## config.mk

```make
export PLATFORM = sky130hd
export DESIGN_NAME = hp_select
export DESIGN_NICKNAME = d
export VERILOG_FILES = /design/src/rtl/hps_pkg.sv /design/src/rtl/hps_scan_ctrl.sv /design/src/rtl/hps_chunk_pick.sv /design/src/rtl/hps_cpu_lane.sv /design/src/rtl/hp_select.sv
export SDC_FILE = /design/constraint.sdc
export NUM_CORES = 1
export LEC_CHECK = 0
export BUFFER_PORTS_ARGS = -buffer_cell sky130_fd_sc_hd__buf_2
export CAP_MARGIN = 15
export CORE_AREA = 5 5 424 426
export CTS_CLUSTER_DIAMETER = 60
export CTS_CLUSTER_SIZE = 8
export DETAILED_ROUTE_END_ITERATION = 10
export DIE_AREA = 0 0 429 431
export GPL_ROUTABILITY_DRIVEN = 0
export HOLD_SLACK_MARGIN = 0.08
export PLACE_DENSITY = 0.32
export SYNTH_ARGS = -nofsm -noshare
export SYNTH_HDL_FRONTEND = slang
export SYNTH_SLANG_ARGS = --single-unit
```

## constraint.sdc

```tcl
create_clock -name clk -period 16.9 [get_ports clk]
set_input_delay 1.69 -clock clk [delete_from_list [all_inputs] [get_ports clk]]
set_output_delay 1.69 -clock clk [all_outputs]
set_load 0.02 [all_outputs]
```

## src/rtl/hps_pkg.sv

```systemverilog
// Shared constants for the highest-pending selector.
// Assumes 8-bit priorities and 10-bit interrupt IDs with 1023 reserved as "none".
package hps_pkg;
    localparam int PRIO_W = 8;
    localparam int ID_W   = 10;
    localparam logic [ID_W-1:0]   NO_ID     = 10'd1023;
    localparam logic [PRIO_W:0]   IDLE_PRIO = 9'h100;
endpackage

```

## src/rtl/hps_scan_ctrl.sv

```systemverilog
// Scan sequencer: walks a step index over NUM_IRQ/LANES chunks after start,
// flags the final step and emits a one-cycle done pulse.
// Assumes STEPS >= 2; a start while busy restarts from step 0.
module hps_scan_ctrl #(
    parameter int STEPS = 16,
    parameter int LANES = 4,
    parameter int IW    = 6
) (
    input  logic          clk,
    input  logic          rst_n,
    input  logic          start,
    output logic          busy,
    output logic          fin,
    output logic [IW-1:0] base_id,
    output logic          done
);
    localparam int SW = (STEPS > 1) ? $clog2(STEPS) : 1;

    logic [SW-1:0] step_q;

    // Final chunk is being merged this cycle (and no restart pending).
    assign fin     = busy && !start && (step_q == SW'(STEPS - 1));
    assign base_id = IW'(int'(step_q) * LANES);

    // Step counter, busy flag and done pulse.
    always_ff @(posedge clk) begin
        if (!rst_n) begin
            busy   <= 1'b0;
            step_q <= '0;
            done   <= 1'b0;
        end else begin
            done <= fin;
            if (start) begin
                busy   <= 1'b1;
                step_q <= '0;
            end else if (fin) begin
                busy   <= 1'b0;
                step_q <= '0;
            end else if (busy) begin
                step_q <= step_q + 1'b1;
            end
        end
    end

    a_r9_done_pulse: assert property (@(posedge clk) disable iff (!rst_n)
        done |=> !done);
    a_r9_start_busy: assert property (@(posedge clk) disable iff (!rst_n)
        start |=> busy);
endmodule

```

## src/rtl/hps_chunk_pick.sv

```systemverilog
// Combinational pick over LANES consecutive IDs starting at base_id:
// lowest priority value among enabled and pending IDs, lowest ID on a tie.
// Assumes NUM_IRQ and NUM_BANKED are powers of two and NUM_IRQ > NUM_BANKED.
module hps_chunk_pick
    import hps_pkg::*;
#(
    parameter int NUM_IRQ    = 64,
    parameter int NUM_BANKED = 32,
    parameter int LANES      = 4,
    parameter int IW         = 6
) (
    input  logic [IW-1:0]                          base_id,
    input  logic [NUM_IRQ-1:0]                     en_v,
    input  logic [NUM_IRQ-1:0]                     pend_v,
    input  logic [NUM_BANKED*PRIO_W-1:0]           prio_own,
    input  logic [(NUM_IRQ-NUM_BANKED)*PRIO_W-1:0] prio_common,
    output logic [PRIO_W:0]                        pick_prio,
    output logic [ID_W-1:0]                        pick_id
);
    localparam int OW = $clog2(NUM_BANKED);
    localparam int CW = $clog2(NUM_IRQ - NUM_BANKED);

    // Ascending scan with strict compare so the earliest lane wins ties.
    always_comb begin
        pick_prio = IDLE_PRIO;
        pick_id   = NO_ID;
        for (int k = 0; k < LANES; k++) begin
            logic [IW-1:0]   idx;
            logic [IW-1:0]   cidx;
            logic [PRIO_W:0] p;
            idx  = base_id + IW'(k);
            cidx = idx - IW'(NUM_BANKED);
            if (idx < IW'(NUM_BANKED))
                p = {1'b0, prio_own[idx[OW-1:0]*PRIO_W +: PRIO_W]};
            else
                p = {1'b0, prio_common[cidx[CW-1:0]*PRIO_W +: PRIO_W]};
            if (en_v[idx] && pend_v[idx] && (p < pick_prio)) begin
                pick_prio = p;
                pick_id   = ID_W'(idx);
            end
        end
    end
endmodule

```

## src/rtl/hps_cpu_lane.sv

```systemverilog
// One processor's scan datapath: running best over chunks, then the mask
// and running-priority gates into registered ID and line outputs.
// Assumes the sequencer's start/busy/fin timing; inputs stable during a scan.
module hps_cpu_lane
    import hps_pkg::*;
#(
    parameter int NUM_IRQ    = 64,
    parameter int NUM_BANKED = 32,
    parameter int LANES      = 4,
    parameter int IW         = 6
) (
    input  logic                                   clk,
    input  logic                                   rst_n,
    input  logic                                   start,
    input  logic                                   busy,
    input  logic                                   fin,
    input  logic [IW-1:0]                          base_id,
    input  logic [NUM_IRQ-1:0]                     en_v,
    input  logic [NUM_IRQ-1:0]                     pend_v,
    input  logic [NUM_BANKED*PRIO_W-1:0]           prio_own,
    input  logic [(NUM_IRQ-NUM_BANKED)*PRIO_W-1:0] prio_common,
    input  logic                                   dist_en,
    input  logic                                   if_en,
    input  logic [PRIO_W-1:0]                      mask,
    input  logic [PRIO_W:0]                        run_prio,
    output logic [ID_W-1:0]                        hp_id_q,
    output logic                                   irq_q
);
    logic [PRIO_W:0]  pick_prio, best_prio, merged_prio;
    logic [ID_W-1:0]  pick_id, best_id, merged_id;

    hps_chunk_pick #(
        .NUM_IRQ(NUM_IRQ), .NUM_BANKED(NUM_BANKED), .LANES(LANES), .IW(IW)
    ) u_pick (
        .base_id(base_id), .en_v(en_v), .pend_v(pend_v),
        .prio_own(prio_own), .prio_common(prio_common),
        .pick_prio(pick_prio), .pick_id(pick_id)
    );

    // Later chunks hold higher IDs, so they replace the best only when strictly better.
    always_comb begin
        if (pick_prio < best_prio) begin
            merged_prio = pick_prio;
            merged_id   = pick_id;
        end else begin
            merged_prio = best_prio;
            merged_id   = best_id;
        end
    end

    // Running best across the chunks of one scan.
    always_ff @(posedge clk) begin
        if (!rst_n || start) begin
            best_prio <= IDLE_PRIO;
            best_id   <= NO_ID;
        end else if (busy) begin
            best_prio <= merged_prio;
            best_id   <= merged_id;
        end
    end

    // Gate the final winner into the registered outputs.
    always_ff @(posedge clk) begin
        if (!rst_n) begin
            hp_id_q <= NO_ID;
            irq_q   <= 1'b0;
        end else if (fin) begin
            if (!(dist_en && if_en)) begin
                hp_id_q <= NO_ID;
                irq_q   <= 1'b0;
            end else if (merged_prio <= {1'b0, mask}) begin
                hp_id_q <= merged_id;
                irq_q   <= (merged_prio < run_prio);
            end else begin
                hp_id_q <= NO_ID;
                irq_q   <= 1'b0;
            end
        end
    end

    a_r7_disabled_low: assert property (@(posedge clk) disable iff (!rst_n)
        fin && !(dist_en && if_en) |=> (hp_id_q == NO_ID) && !irq_q);
    a_r4_line_has_id: assert property (@(posedge clk) disable iff (!rst_n)
        irq_q |-> (hp_id_q != NO_ID));
    a_r9_hold_outputs: assert property (@(posedge clk) disable iff (!rst_n)
        !fin |=> $stable(hp_id_q) && $stable(irq_q));
    a_r2_best_never_worse: assert property (@(posedge clk) disable iff (!rst_n)
        busy && !start |=> best_prio <= $past(best_prio));
endmodule

```

## src/rtl/hp_select.sv

```systemverilog
// Top: one shared scan sequencer and one datapath lane per processor.
// Assumes NUM_IRQ is a multiple of LANES, both powers of two, NUM_IRQ <= 1024.
module hp_select
    import hps_pkg::*;
#(
    parameter int NUM_IRQ    = 64,
    parameter int NUM_CPU    = 2,
    parameter int NUM_BANKED = 32,
    parameter int LANES      = 4
) (
    input  logic                                   clk,
    input  logic                                   rst_n,
    input  logic                                   start_scan,
    input  logic [NUM_CPU*NUM_IRQ-1:0]             en_bits,
    input  logic [NUM_CPU*NUM_IRQ-1:0]             pend_bits,
    input  logic [NUM_CPU*NUM_BANKED*8-1:0]        prio_banked,
    input  logic [(NUM_IRQ-NUM_BANKED)*8-1:0]      prio_shared,
    input  logic                                   dist_enable,
    input  logic [NUM_CPU-1:0]                     cpu_if_enable,
    input  logic [NUM_CPU*8-1:0]                   prio_mask,
    input  logic [NUM_CPU*9-1:0]                   run_prio,
    output logic [NUM_CPU*10-1:0]                  hp_id,
    output logic [NUM_CPU-1:0]                     irq_line,
    output logic                                   scan_done
);
    localparam int STEPS = NUM_IRQ / LANES;
    localparam int IW    = $clog2(NUM_IRQ);

    logic          busy, fin;
    logic [IW-1:0] base_id;

    hps_scan_ctrl #(.STEPS(STEPS), .LANES(LANES), .IW(IW)) u_ctrl (
        .clk(clk), .rst_n(rst_n), .start(start_scan),
        .busy(busy), .fin(fin), .base_id(base_id), .done(scan_done)
    );

    for (genvar c = 0; c < NUM_CPU; c++) begin : g_cpu
        hps_cpu_lane #(
            .NUM_IRQ(NUM_IRQ), .NUM_BANKED(NUM_BANKED), .LANES(LANES), .IW(IW)
        ) u_lane (
            .clk(clk), .rst_n(rst_n), .start(start_scan),
            .busy(busy), .fin(fin), .base_id(base_id),
            .en_v(en_bits[c*NUM_IRQ +: NUM_IRQ]),
            .pend_v(pend_bits[c*NUM_IRQ +: NUM_IRQ]),
            .prio_own(prio_banked[c*NUM_BANKED*8 +: NUM_BANKED*8]),
            .prio_common(prio_shared),
            .dist_en(dist_enable), .if_en(cpu_if_enable[c]),
            .mask(prio_mask[c*8 +: 8]), .run_prio(run_prio[c*9 +: 9]),
            .hp_id_q(hp_id[c*10 +: 10]), .irq_q(irq_line[c])
        );
    end
endmodule

```

# After elaboration in Yosys (flattened, before gate mapping)

Index checks and enable logic that the tools add are counted.

Bits in registers: 66
Bits of input ports: 1,064
Logic and storage cells: 150

Add/subtract/negate cells: 8
$lt $le $gt $ge: 22
Equal/unequal tests: 1
Shift-type cells: 12
Muxes and demuxes: 70
Bitwise logic cells: 1
Reduce and logical (&&, ||, !) cells: 25

Operators with widths:

| kind                                                | number |
|---|---|
| indexed part select 256 x 9 -> 8 bit                | 12 |
| two-way mux 10 bit                                  | 14 |
| < comparator 9 bit                                  | 10 |
| two-way mux 9 bit                                   | 10 |
| binary-select mux 1 bit (select 6 bit)              | 12 |
| two-way mux 8 bit                                   | 8 |
| < comparator 6 x 7 -> 1 bit (second input constant) | 4 |
| < comparator 6 bit (second input constant)          | 4 |
| two-way mux 1 bit                                   | 22 |
| logical AND 1 bit                                   | 20 |
| subtractor 5 x 1 -> 5 bit (second input constant)   | 4 |
| <= comparator 9 x 8 -> 1 bit                        | 2 |
| < comparator 9 bit (second input constant)          | 2 |
| binary-select mux 1 bit (select 4 bit)              | 4 |
| adder 6 x 2 -> 6 bit (second input constant)        | 2 |
| adder 6 x 1 -> 6 bit (second input constant)        | 1 |
| adder 4 x 1 -> 4 bit (second input constant)        | 1 |
| equality test 4 bit (second input constant)         | 1 |
| OR reduction 3 bit                                  | 1 |
| logical NOT 1 bit                                   | 2 |
| nonzero test 2 bit                                  | 1 |
| logical OR 1 bit                                    | 1 |
| inverter 1 bit                                      | 1 |

# Logic depth before layout (Yosys ltp)

Gate-level depths: netlist of run 1.

Depth in word-level cells: 20
Mapped depth: 64

# Hierarchy

From an unflattened synthesis of run 1, not the netlist that was laid out.

Cell total of the unflattened synthesis: 4,726
Area, all modules: 46,190.6 um2

Modules (own cells, without submodules):

| module                                   | times used | cells an instance | area an instance (um2) |
|---|---|---|---|
| hps_chunk_pick at g_cpu[1].u_lane.u_pick | 1          | 2,086             | 21,336.7 |
| hps_chunk_pick at g_cpu[0].u_lane.u_pick | 1          | 2,149             | 20,993.9 |
| hps_cpu_lane                             | 2          | 232               | 1,799.2 |
| hps_scan_ctrl                            | 1          | 27                | 261.5 |

# Worst setup path after synthesis of run 1

No wires, ideal clock.

Kind: in2reg
Start point: input port pend_bits[92]
End point: register g_cpu[1].u_lane.hp_id_q[1]
Setup time: 0.121 ns
Data arrival time: 12.437 ns
Data required time: 16.779 ns
Setup slack: 4.342 ns
Stages: 54
Buffers on the path: 3
Path through: nand2_1 mux4_2 a211oi_1 and3_1 buf_2 buf_2 o211ai_1 ha_1 a21oi_1 a21boi_0 o2111ai_1 and3_1 o21ai_0 a21oi_4 mux2i_1 inv_1 ha_1 a21oi_1 [... 18 more ...] a31oi_1 o21a_1 a31o_2 a41oi_2 buf_2 mux2_2 ha_1 nor2b_1 o21a_1 o21a_1 o21ai_0 nand2b_1 a21oi_1 o2111ai_1 nand2b_1 or2_2 o221ai_1 nand2_1

Cells in the longest elaborated chain, start to end: 19
Elaborated cells on any way between the ends: 33
Classes of those cells: 5 x order compare; 20 x mux; 8 x reduce/logical

RTL lines:

| item                                    | RTL line             | RTL |
|---|---|---|
| start: declaration                      | hp_select.sv:15      | `input logic [NUM_CPU*NUM_IRQ-1:0] pend_bits,` |
| binary-select mux 1 bit (select 4 bit)  | hps_chunk_pick.sv:37 | `if (en_v[idx] && pend_v[idx] && (p < pick_prio)) begin` |
| two-way mux 1 bit (not written as such) | hps_chunk_pick.sv:37 |  |
| logical AND 1 bit (2 in a row)          | hps_chunk_pick.sv:37 |  |
| two-way mux 9 bit                       | hps_chunk_pick.sv:37 |  |
| < comparator 9 bit                      | hps_chunk_pick.sv:37 |  |
| logical AND 1 bit                       | hps_chunk_pick.sv:37 |  |
| two-way mux 9 bit                       | hps_chunk_pick.sv:37 |  |
| < comparator 9 bit                      | hps_chunk_pick.sv:37 |  |
| [... 3 more ...]                        | -                    |  |
| logical AND 1 bit                       | hps_chunk_pick.sv:37 |  |
| two-way mux 9 bit (*)                   | hps_chunk_pick.sv:37 |  |
| < comparator 9 bit                      | hps_cpu_lane.sv:42   | `if (pick_prio < best_prio) begin` |
| two-way mux 9 bit (*)                   | hps_cpu_lane.sv:42   |  |
| via g_cpu[1].u_lane.merged_prio[1]      | hps_cpu_lane.sv:29   | `logic [PRIO_W:0] pick_prio, best_prio, merged_prio;` |
| <= comparator 9 x 8 -> 1 bit (*)        | hps_cpu_lane.sv:71   | `end else if (merged_prio <= {1'b0, mask}) begin` |
| two-way mux 10 bit (*)                  | hps_cpu_lane.sv:71   |  |
| two-way mux 10 bit (*)                  | hps_cpu_lane.sv:68   | `if (!(dist_en && if_en)) begin` |
| end signal: assignment                  | hps_cpu_lane.sv:72   | `hp_id_q <= merged_id;` |
| end: declaration                        | hps_cpu_lane.sv:26   | `output logic [ID_W-1:0] hp_id_q,` |

The timed path passes the listed nets; every way through them passes the cells marked *. The select of a mux whose other input is x is not followed.
A chain may end at the register's enable or synchronous reset.

# Worst setup path after layout of run 1

Start point: register u_ctrl.step_q[2]
End point: register g_cpu[0].u_lane.hp_id_q[6]

Cells in the longest elaborated chain, start to end: 20
Elaborated cells on any way between the ends: 67
Classes of those cells: 7 x add/sub; 10 x order compare; 1 x eq/ne; 8 x shift; 32 x mux; 9 x reduce/logical

RTL lines:

| item                                 | RTL line             | RTL |
|---|---|---|
| start: declaration                   | hps_scan_ctrl.sv:19  | `logic [SW-1:0] step_q;` |
| start signal: assignment             | hps_scan_ctrl.sv:40  | `step_q <= step_q + 1'b1;` |
| subtractor 5 x 1 -> 5 bit            | hps_chunk_pick.sv:32 | `cidx = idx - IW'(NUM_BANKED);` |
| indexed part select 256 x 9 -> 8 bit | hps_chunk_pick.sv:36 | `p = {1'b0, prio_common[cidx[CW-1:0]*PRIO_W +: PRIO_W]};` |
| two-way mux 8 bit                    | hps_chunk_pick.sv:33 | `if (idx < IW'(NUM_BANKED))` |
| < comparator 9 bit                   | hps_chunk_pick.sv:37 |  |
| logical AND 1 bit                    | hps_chunk_pick.sv:37 |  |
| two-way mux 9 bit                    | hps_chunk_pick.sv:37 |  |
| < comparator 9 bit                   | hps_chunk_pick.sv:37 |  |
| logical AND 1 bit                    | hps_chunk_pick.sv:37 |  |
| [... 5 more ...]                     | -                    |  |
| logical AND 1 bit                    | hps_chunk_pick.sv:37 |  |
| two-way mux 9 bit (*)                | hps_chunk_pick.sv:37 |  |
| < comparator 9 bit                   | hps_cpu_lane.sv:42   |  |
| two-way mux 9 bit (*)                | hps_cpu_lane.sv:42   |  |
| via g_cpu[0].u_lane.merged_prio[1]   | hps_cpu_lane.sv:29   |  |
| <= comparator 9 x 8 -> 1 bit (*)     | hps_cpu_lane.sv:71   |  |
| two-way mux 10 bit (*)               | hps_cpu_lane.sv:71   |  |
| two-way mux 10 bit (*)               | hps_cpu_lane.sv:68   |  |
| end signal: assignment               | hps_cpu_lane.sv:72   |  |
| end: declaration                     | hps_cpu_lane.sv:26   |  |

Marked as above.

==> results of run 1 <==
-- path summary, 6_finish.rpt --
kind                                                  from                    endpoint  slack, ns  cells after the start
worst max-delay path                      u_ctrl.step_q[2]  g_cpu[0].u_lane.hp_id_q[6]       1.19                     52
worst min-delay path            g_cpu[0].u_lane.best_id[8]  g_cpu[0].u_lane.best_id[8]       0.45                      1
worst max register to register            u_ctrl.step_q[2]  g_cpu[0].u_lane.hp_id_q[6]       1.19                     52
worst min register to register  g_cpu[0].u_lane.best_id[8]  g_cpu[0].u_lane.best_id[8]       0.45                      1
-- cell type report --
type                            instances  area share (%)
Antenna cell                           37          0.4206
Timing Repair Buffer                 1120           26.02
Multi-Input combinational cell       1147           51.45
Clock inverter                          3         0.07389
Tap cell                             2340           13.30
Inverter                               91           1.563
Clock buffer                           11           1.103
Sequential cell                        66           6.070
-- logic make-up after synthesis --
| kind of cell | Yosys count |
|---|---|
| muxes | 329 |
| and+or+nand+nor | 359 |
| adders and majority gates | 91 |
| AOI/OAI and AO/OA | 367 |
| xor gates and xnor gates | 1 |
| DFF | 66 |
| buffers and inverters | 200 |
-- synthesized netlist by cell type, drive strengths merged (28+ instances only) --
library cell  instances  share of area (%)
a21boi               40                2.2
a21o                 36                2.0
a21oi                58                2.3
a31oi                28                1.4
buf                  83                4.2
dfxtp                66                9.7
ha                   91                8.3
inv                  91                2.5
mux2                 43                3.5
mux2i                93                6.8
mux4                193                 32
nand2               119                3.3
nand3                51                1.9
nor2                 38                1.0
o21ai                85                3.2
-- routing by layer --
layer	wire length [µm]	track usage, %	part of all wire [%]
met5	444	0	0.35
met4	1065	0.8766	0.84
met3	11030	4.626	8.7
met2	62560	22.99	49
met1	51600	15.81	41
-- worst max-delay path: cells and delay by family (launching register included) --
| kind | cells | cell delay [ns] |
|---|---|---|
| AO/OA/AOI/OAI | 32 | 7.70 |
| multiplexers | 2 | 0.94 |
| AND/OR/NAND/NOR | 11 | 3.61 |
| buffers and inverters | 2 | 0.70 |
| adder cells (fa/ha/maj) | 5 | 1.72 |
| flip-flops | 1 | 0.82 |
-- placed cells by master, fill, tap and decap left out, types with 26 or more instances in the layout --
cell type and instances:
ha_1 91, a21boi_0 38, o21ai_0 74, buf_2 1086, a31oi_1 26, mux2_2 43, diode_2 37, nand2_1 117
mux2i_1 93, dfxtp_1 62, inv_1 89, nand3_1 50, nor2_1 37, a21o_1 35, o211ai_1 27, mux4_2 193
buf_4 31, a21oi_1 55
-- through the flow --
stage / power (mW) / instances
2_1_floorplan: 0.4903 / 1413
3_3_place_gp: 0.7795 / 4764
3_5_place_dp: 0.7800 / 4764
4_1_cts: 0.9644 / 4778
5_1_grt: 1.017 / 4780
6_report: 0.9363 / 4815
-- power breakdown --
group | switching [mW] | internal, mW
clock network | 0.0738 | 0.101
registers | 0.00669 | 0.162
logic | 0.315 | 0.278
total | 0.396 | 0.541
-- registers in the layout, indices dropped and copies added, names as in the netlist --
register,flops
g_cpu.u_lane.best_id,20
g_cpu.u_lane.best_prio,18
g_cpu.u_lane.hp_id_q,20
g_cpu.u_lane.irq_q,2
u_ctrl.busy,1
u_ctrl.done,1
u_ctrl.step_q,4
==> impl_metrics.csv, run 1 <==
group,metric,value,unit
power,max-vdd-ir-drop,0.00003881,V
die,core_area,175300,µm²
die,die_w,429,µm
clocking,clk_pin_slew,0.06,ns
worst_setup_path,arrival,15.95,ns
timing,whs,0.4464,ns
worst_setup_path,cpMaxStageDelayCell,"o21bai_1",
yosys,syn_area_per_cell,9.655,µm²
route,drtPass1Iterations,5,
cells_and_area,syn2layout_area_growth,61.37,%
global_routing,grt_overflow,0,
route,vias,17060,
timing,grt_setup_unrepaired,"false",
clocking,htreeDepth,3,
timing,fin_setup_tns,0,ns
global_routing,grt_max_degree,81,
timing,timing.slew.headroom,28.00,%
clocking,clock-sinks,66,
die,initial_core_util,7.780,%
route,vias_per_cell,3.544,
clocking,clkLatencyLatePin,0.35,ns
route,routed_wl,126700,µm
yosys,synth-edff-count,0,
yosys,synth_compound_area_share,18.46,%
worst_setup_path,cp-start-kind,"flop",
clocking,cts_resized,0,
worst_hold_path,hp-class,"flop to flop",
global_routing,first_global_vias,17930,
clocking,cts_buffer_depth,2,
place,place_area,21660,µm²
timing,setup_viol,0,
worst_setup_path,cp_common_cell,"a21o_1",
yosys,synthCells,1413,
timing,max_freq,63.64,MHz
clocking,post-cts-setup-buffers,0,
cells_and_area,final_area,22010,µm²
cells_and_area,regArea,1336,µm²
clocking,cts_tree,"built",
yosys,synth_warnings,0,
yosys,synth-simple-area-share,13.81,%
global_routing,grt_pass1_wl,164000,µm
die,rows,154,
timing,hold_viol,0,
clocking,cts_root_buf,"clkbuf_16",
outcome,status,"complete, no violations",
global_routing,antenna_found_initial,106,
route,first_iter_violations,967,
yosys,yosysSeqAreaShare,9.685,%
worst_setup_path,crit_type,"flop to flop",
yosys,synthArstFlopShare,0,%
worst_setup_path,path_max_fanout,43,
cells_and_area,fill_cells,20320,
route,post_drt_wl_per_cell,26.31,µm
route,drc_errors,0,
yosys,synth_xor_area_share,0.06420,%
die,io-pin-count,1087,
clocking,holdBufCountCts,0,
global_routing,track_usage,12.99,%
place,pre_cts_ws,0.9697,ns
job,cap_viol_max_count,0,
route,antenna_left,0,
worst_setup_path,crit_path_end_kind,"flop",
die,die_h,431,µm
yosys,yosysUniqueCellTypes,78,
timing,worst_slack,1.185,ns
timing,min_period,15.71,ns
power,p_leak,9.030,nW
yosys,synthAdderAreaFrac,8.346,%
clocking,numCtsBuffers,9,
yosys,synthesis.area,13640,µm²
cells_and_area,drive_above_1_share,57.92,%
worst_setup_path,slowest_delay,0.86,ns
cells_and_area,fin_util,12.55,%
place,dpl.hpwl,114700,µm
die,die_area,184900,µm²
yosys,synth_top_family_by_area,"multiplexers",
yosys,synth.mux.area_fraction,42.24,%
timing,period_share,92.99,%
cells_and_area,multi_input_area,11330,µm²
timing,skew,0.009398,ns
yosys,syn_nets,2568,
place,place.port_buffers,1086,
timing,worstMarginPinSlew,1.078,ns
cells_and_area,nNetsFinal,3590,
worst_setup_path,worst-endpoint-required,17.13,ns
power,power.density,42.53,nW/µm²
yosys,ys.flop_type,"dfxtp_1",
yosys,synth-seq-cells,66,
timing,slew_viol_final,0,
No activity file was read; power rests on OpenSTA's default activity.
==> run 2: changes to the inputs <==
--- a/config.mk
+++ b/config.mk
@@ -7,11 +7,11 @@
 export LEC_CHECK = 0
 export BUFFER_PORTS_ARGS = -buffer_cell sky130_fd_sc_hd__buf_2
 export CAP_MARGIN = 15
-export CORE_AREA = 5 5 424 426
+export CORE_AREA = 2 2 421 423
 export CTS_CLUSTER_DIAMETER = 60
 export CTS_CLUSTER_SIZE = 8
 export DETAILED_ROUTE_END_ITERATION = 10
-export DIE_AREA = 0 0 429 431
+export DIE_AREA = 0 0 423 425
 export GPL_ROUTABILITY_DRIVEN = 0
 export HOLD_SLACK_MARGIN = 0.08
 export PLACE_DENSITY = 0.32
==> impl_metrics.csv, run 2 (synthesized netlist as in run 1, its figures left out) <==
group,metric,value,unit
outcome,status,"complete, no violations",
worst_setup_path,cp_common_cell,"a21o_1",
worst_setup_path,regToRegEndpoint,"g_cpu[0].u_lane.hp_id_q[7]",
global_routing,grt_max_degree,109,
route,top_layer,"met5",
route,wl_met3,9608,µm
clocking,clkLatencyLatePin,0.35,ns
global_routing,first_global_vias,17470,
timing,grt_setup_unrepaired,"false",
clocking,cts_root_buf,"clkbuf_16",
die,rows,154,
job,cap_viol_max_count,0,
route,vias,17040,
die,die_w,423,µm
clocking,clock-sinks,66,
clocking,post-cts-setup-buffers,0,
timing,max_freq,67.71,MHz
die,die_h,425,µm
timing,whs,0.4487,ns
power,p_leak,9.064,nW
cells_and_area,layout_common_cells,"buf_2 (1086), mux4_2 (193), nand2_1 (117), mux2i_1 (93), ha_1 (91)",
worst_setup_path,r2r_slack,2.13,ns
clocking,numCtsBuffers,9,
route,post_drt_wl_per_cell,25.98,µm
die,core_area,175300,µm²
worst_hold_path,whs_endpoint,"g_cpu[0].u_lane.best_id[9]",
timing,hold_viol,0,
global_routing,grt_pass1_wl,161500,µm
clocking,holdBufCountCts,0,
global_routing,grt_overflow,0,
die,io-pin-count,1087,
route,vias_per_cell,3.530,
power,power.density,43.74,nW/µm²
worst_hold_path,hp-class,"flop to flop",
worst_setup_path,reg2reg_depth,51,
worst_setup_path,slowest_delay,0.80,ns
place,dpl.hpwl,113900,µm
clocking,clk_pin_slew,0.06,ns
cells_and_area,fin_util,12.61,%
worst_setup_path,cpMaxStageDelayCell,"o21bai_1",
worst_hold_path,hold_depth,1,
worst_setup_path,arrival,15.00,ns
cells_and_area,drive_above_1_share,57.89,%
place,place.port_buffers,1086,
die,initial_core_util,7.780,%
timing,period_share,87.39,%
route,first_iter_violations,907,
cells_and_area,nNetsFinal,3591,
worst_setup_path,crit_path_end_kind,"flop",
timing,skew,0.008222,ns
worst_setup_path,path_max_fanout,28,
timing,min_period,14.77,ns
timing,worstMarginPinSlew,1.057,ns
power,max-vdd-ir-drop,0.00004698,V
worst_setup_path,rr_startpoint,"u_ctrl.step_q[0]",
worst_hold_path,hp-start,"g_cpu[0].u_lane.best_id[9]",
clocking,htreeDepth,3,
global_routing,track_usage,13.35,%
die,die_area,179800,µm²
power,power.total,967.1,µW
global_routing,antenna_found_initial,120,
cells_and_area,reg.largest.list,"g_cpu.u_lane.best_id x20, g_cpu.u_lane.hp_id_q x20, g_cpu.u_lane.best_prio x18",
timing,timing.slew.headroom,28.93,%
clocking,cts_buffer_depth,2,
clocking,cts_tree,"built",
route,drtPass1Iterations,5,
cells_and_area,final_common_cell,"buf_2",
route,antenna_left,0,
clocking,cts_resized,0,
timing,slew_viol_final,0,
timing,fin_setup_tns,0,ns
cells_and_area,syn2layout_area_growth,62.07,%
timing,setup_viol,0,
route,dr_wl_met2,61400,µm
route,drc_errors,0,
route,routed_wl,125400,µm
route,wirelength_met1,52070,µm
worst_setup_path,worst-endpoint-required,17.13,ns
worst_setup_path,cp-start-kind,"flop",
worst_setup_path,crit_type,"flop to flop",
==> run 2: worst max-delay path by stage <==
stage                     startpoint                         end
finish              u_ctrl.step_q[0]  g_cpu[0].u_lane.hp_id_q[7]
global route        u_ctrl.step_q[0]  g_cpu[0].u_lane.hp_id_q[7]
CTS                 u_ctrl.step_q[0]  g_cpu[0].u_lane.hp_id_q[7]
detailed placement  u_ctrl.step_q[0]  g_cpu[0].u_lane.hp_id_q[7]
global placement    u_ctrl.step_q[0]  g_cpu[0].u_lane.hp_id_q[7]
floorplan              pend_bits[92]  g_cpu[1].u_lane.hp_id_q[1]
==> run 2: where the power goes <==
group          switching, mW  internal [mW]
registers            0.00695          0.162
logic                  0.311          0.276
clock network         0.0740          0.137
total                  0.392          0.575
==> run 2: per-layer routing <==
metal  global-route usage, %  vias to the layer above
met5                       0                        -
met4                   2.034                       54
met3                   3.701                      164
met2                   23.24                      819
met1                   16.58                     8260
li1                        -                     7747
==> run 2: per-stage QoR <==
step | cell area, µm² | std cells | setup slack, ns
floorplan | 13640 | 1413 | 4.342
global placement | 21660 | 4765 | 1.675
detailed placement | 21660 | 4765 | 1.718
CTS | 21990 | 4781 | 1.672
global route | 22030 | 4797 | 0.8768
finish | 22110 | 4829 | 2.131
==> run 2: area by class of cell <==
cell class                 count  area [µm²]
fill                       20330      153200
multi-input combinational   1147       11310
timing repair buffer        1121        5736
tap                         2340        2928
sequential                    66        1336
inverter                      91       344.1
clock buffer                  12       256.5
antenna                       48       120.1
clock inverter                 4       73.82
==> run 2: critical path, delay by kind of cell, from the launching register on <==
family,cells,cell delay (ns)
muxes,2,0.89
buffers and inverters,1,0.09
adders and majority gates,5,1.65
and+or+nand+nor,12,3.95
AOI/OAI and AO/OA,31,7.24
DFF,1,0.78
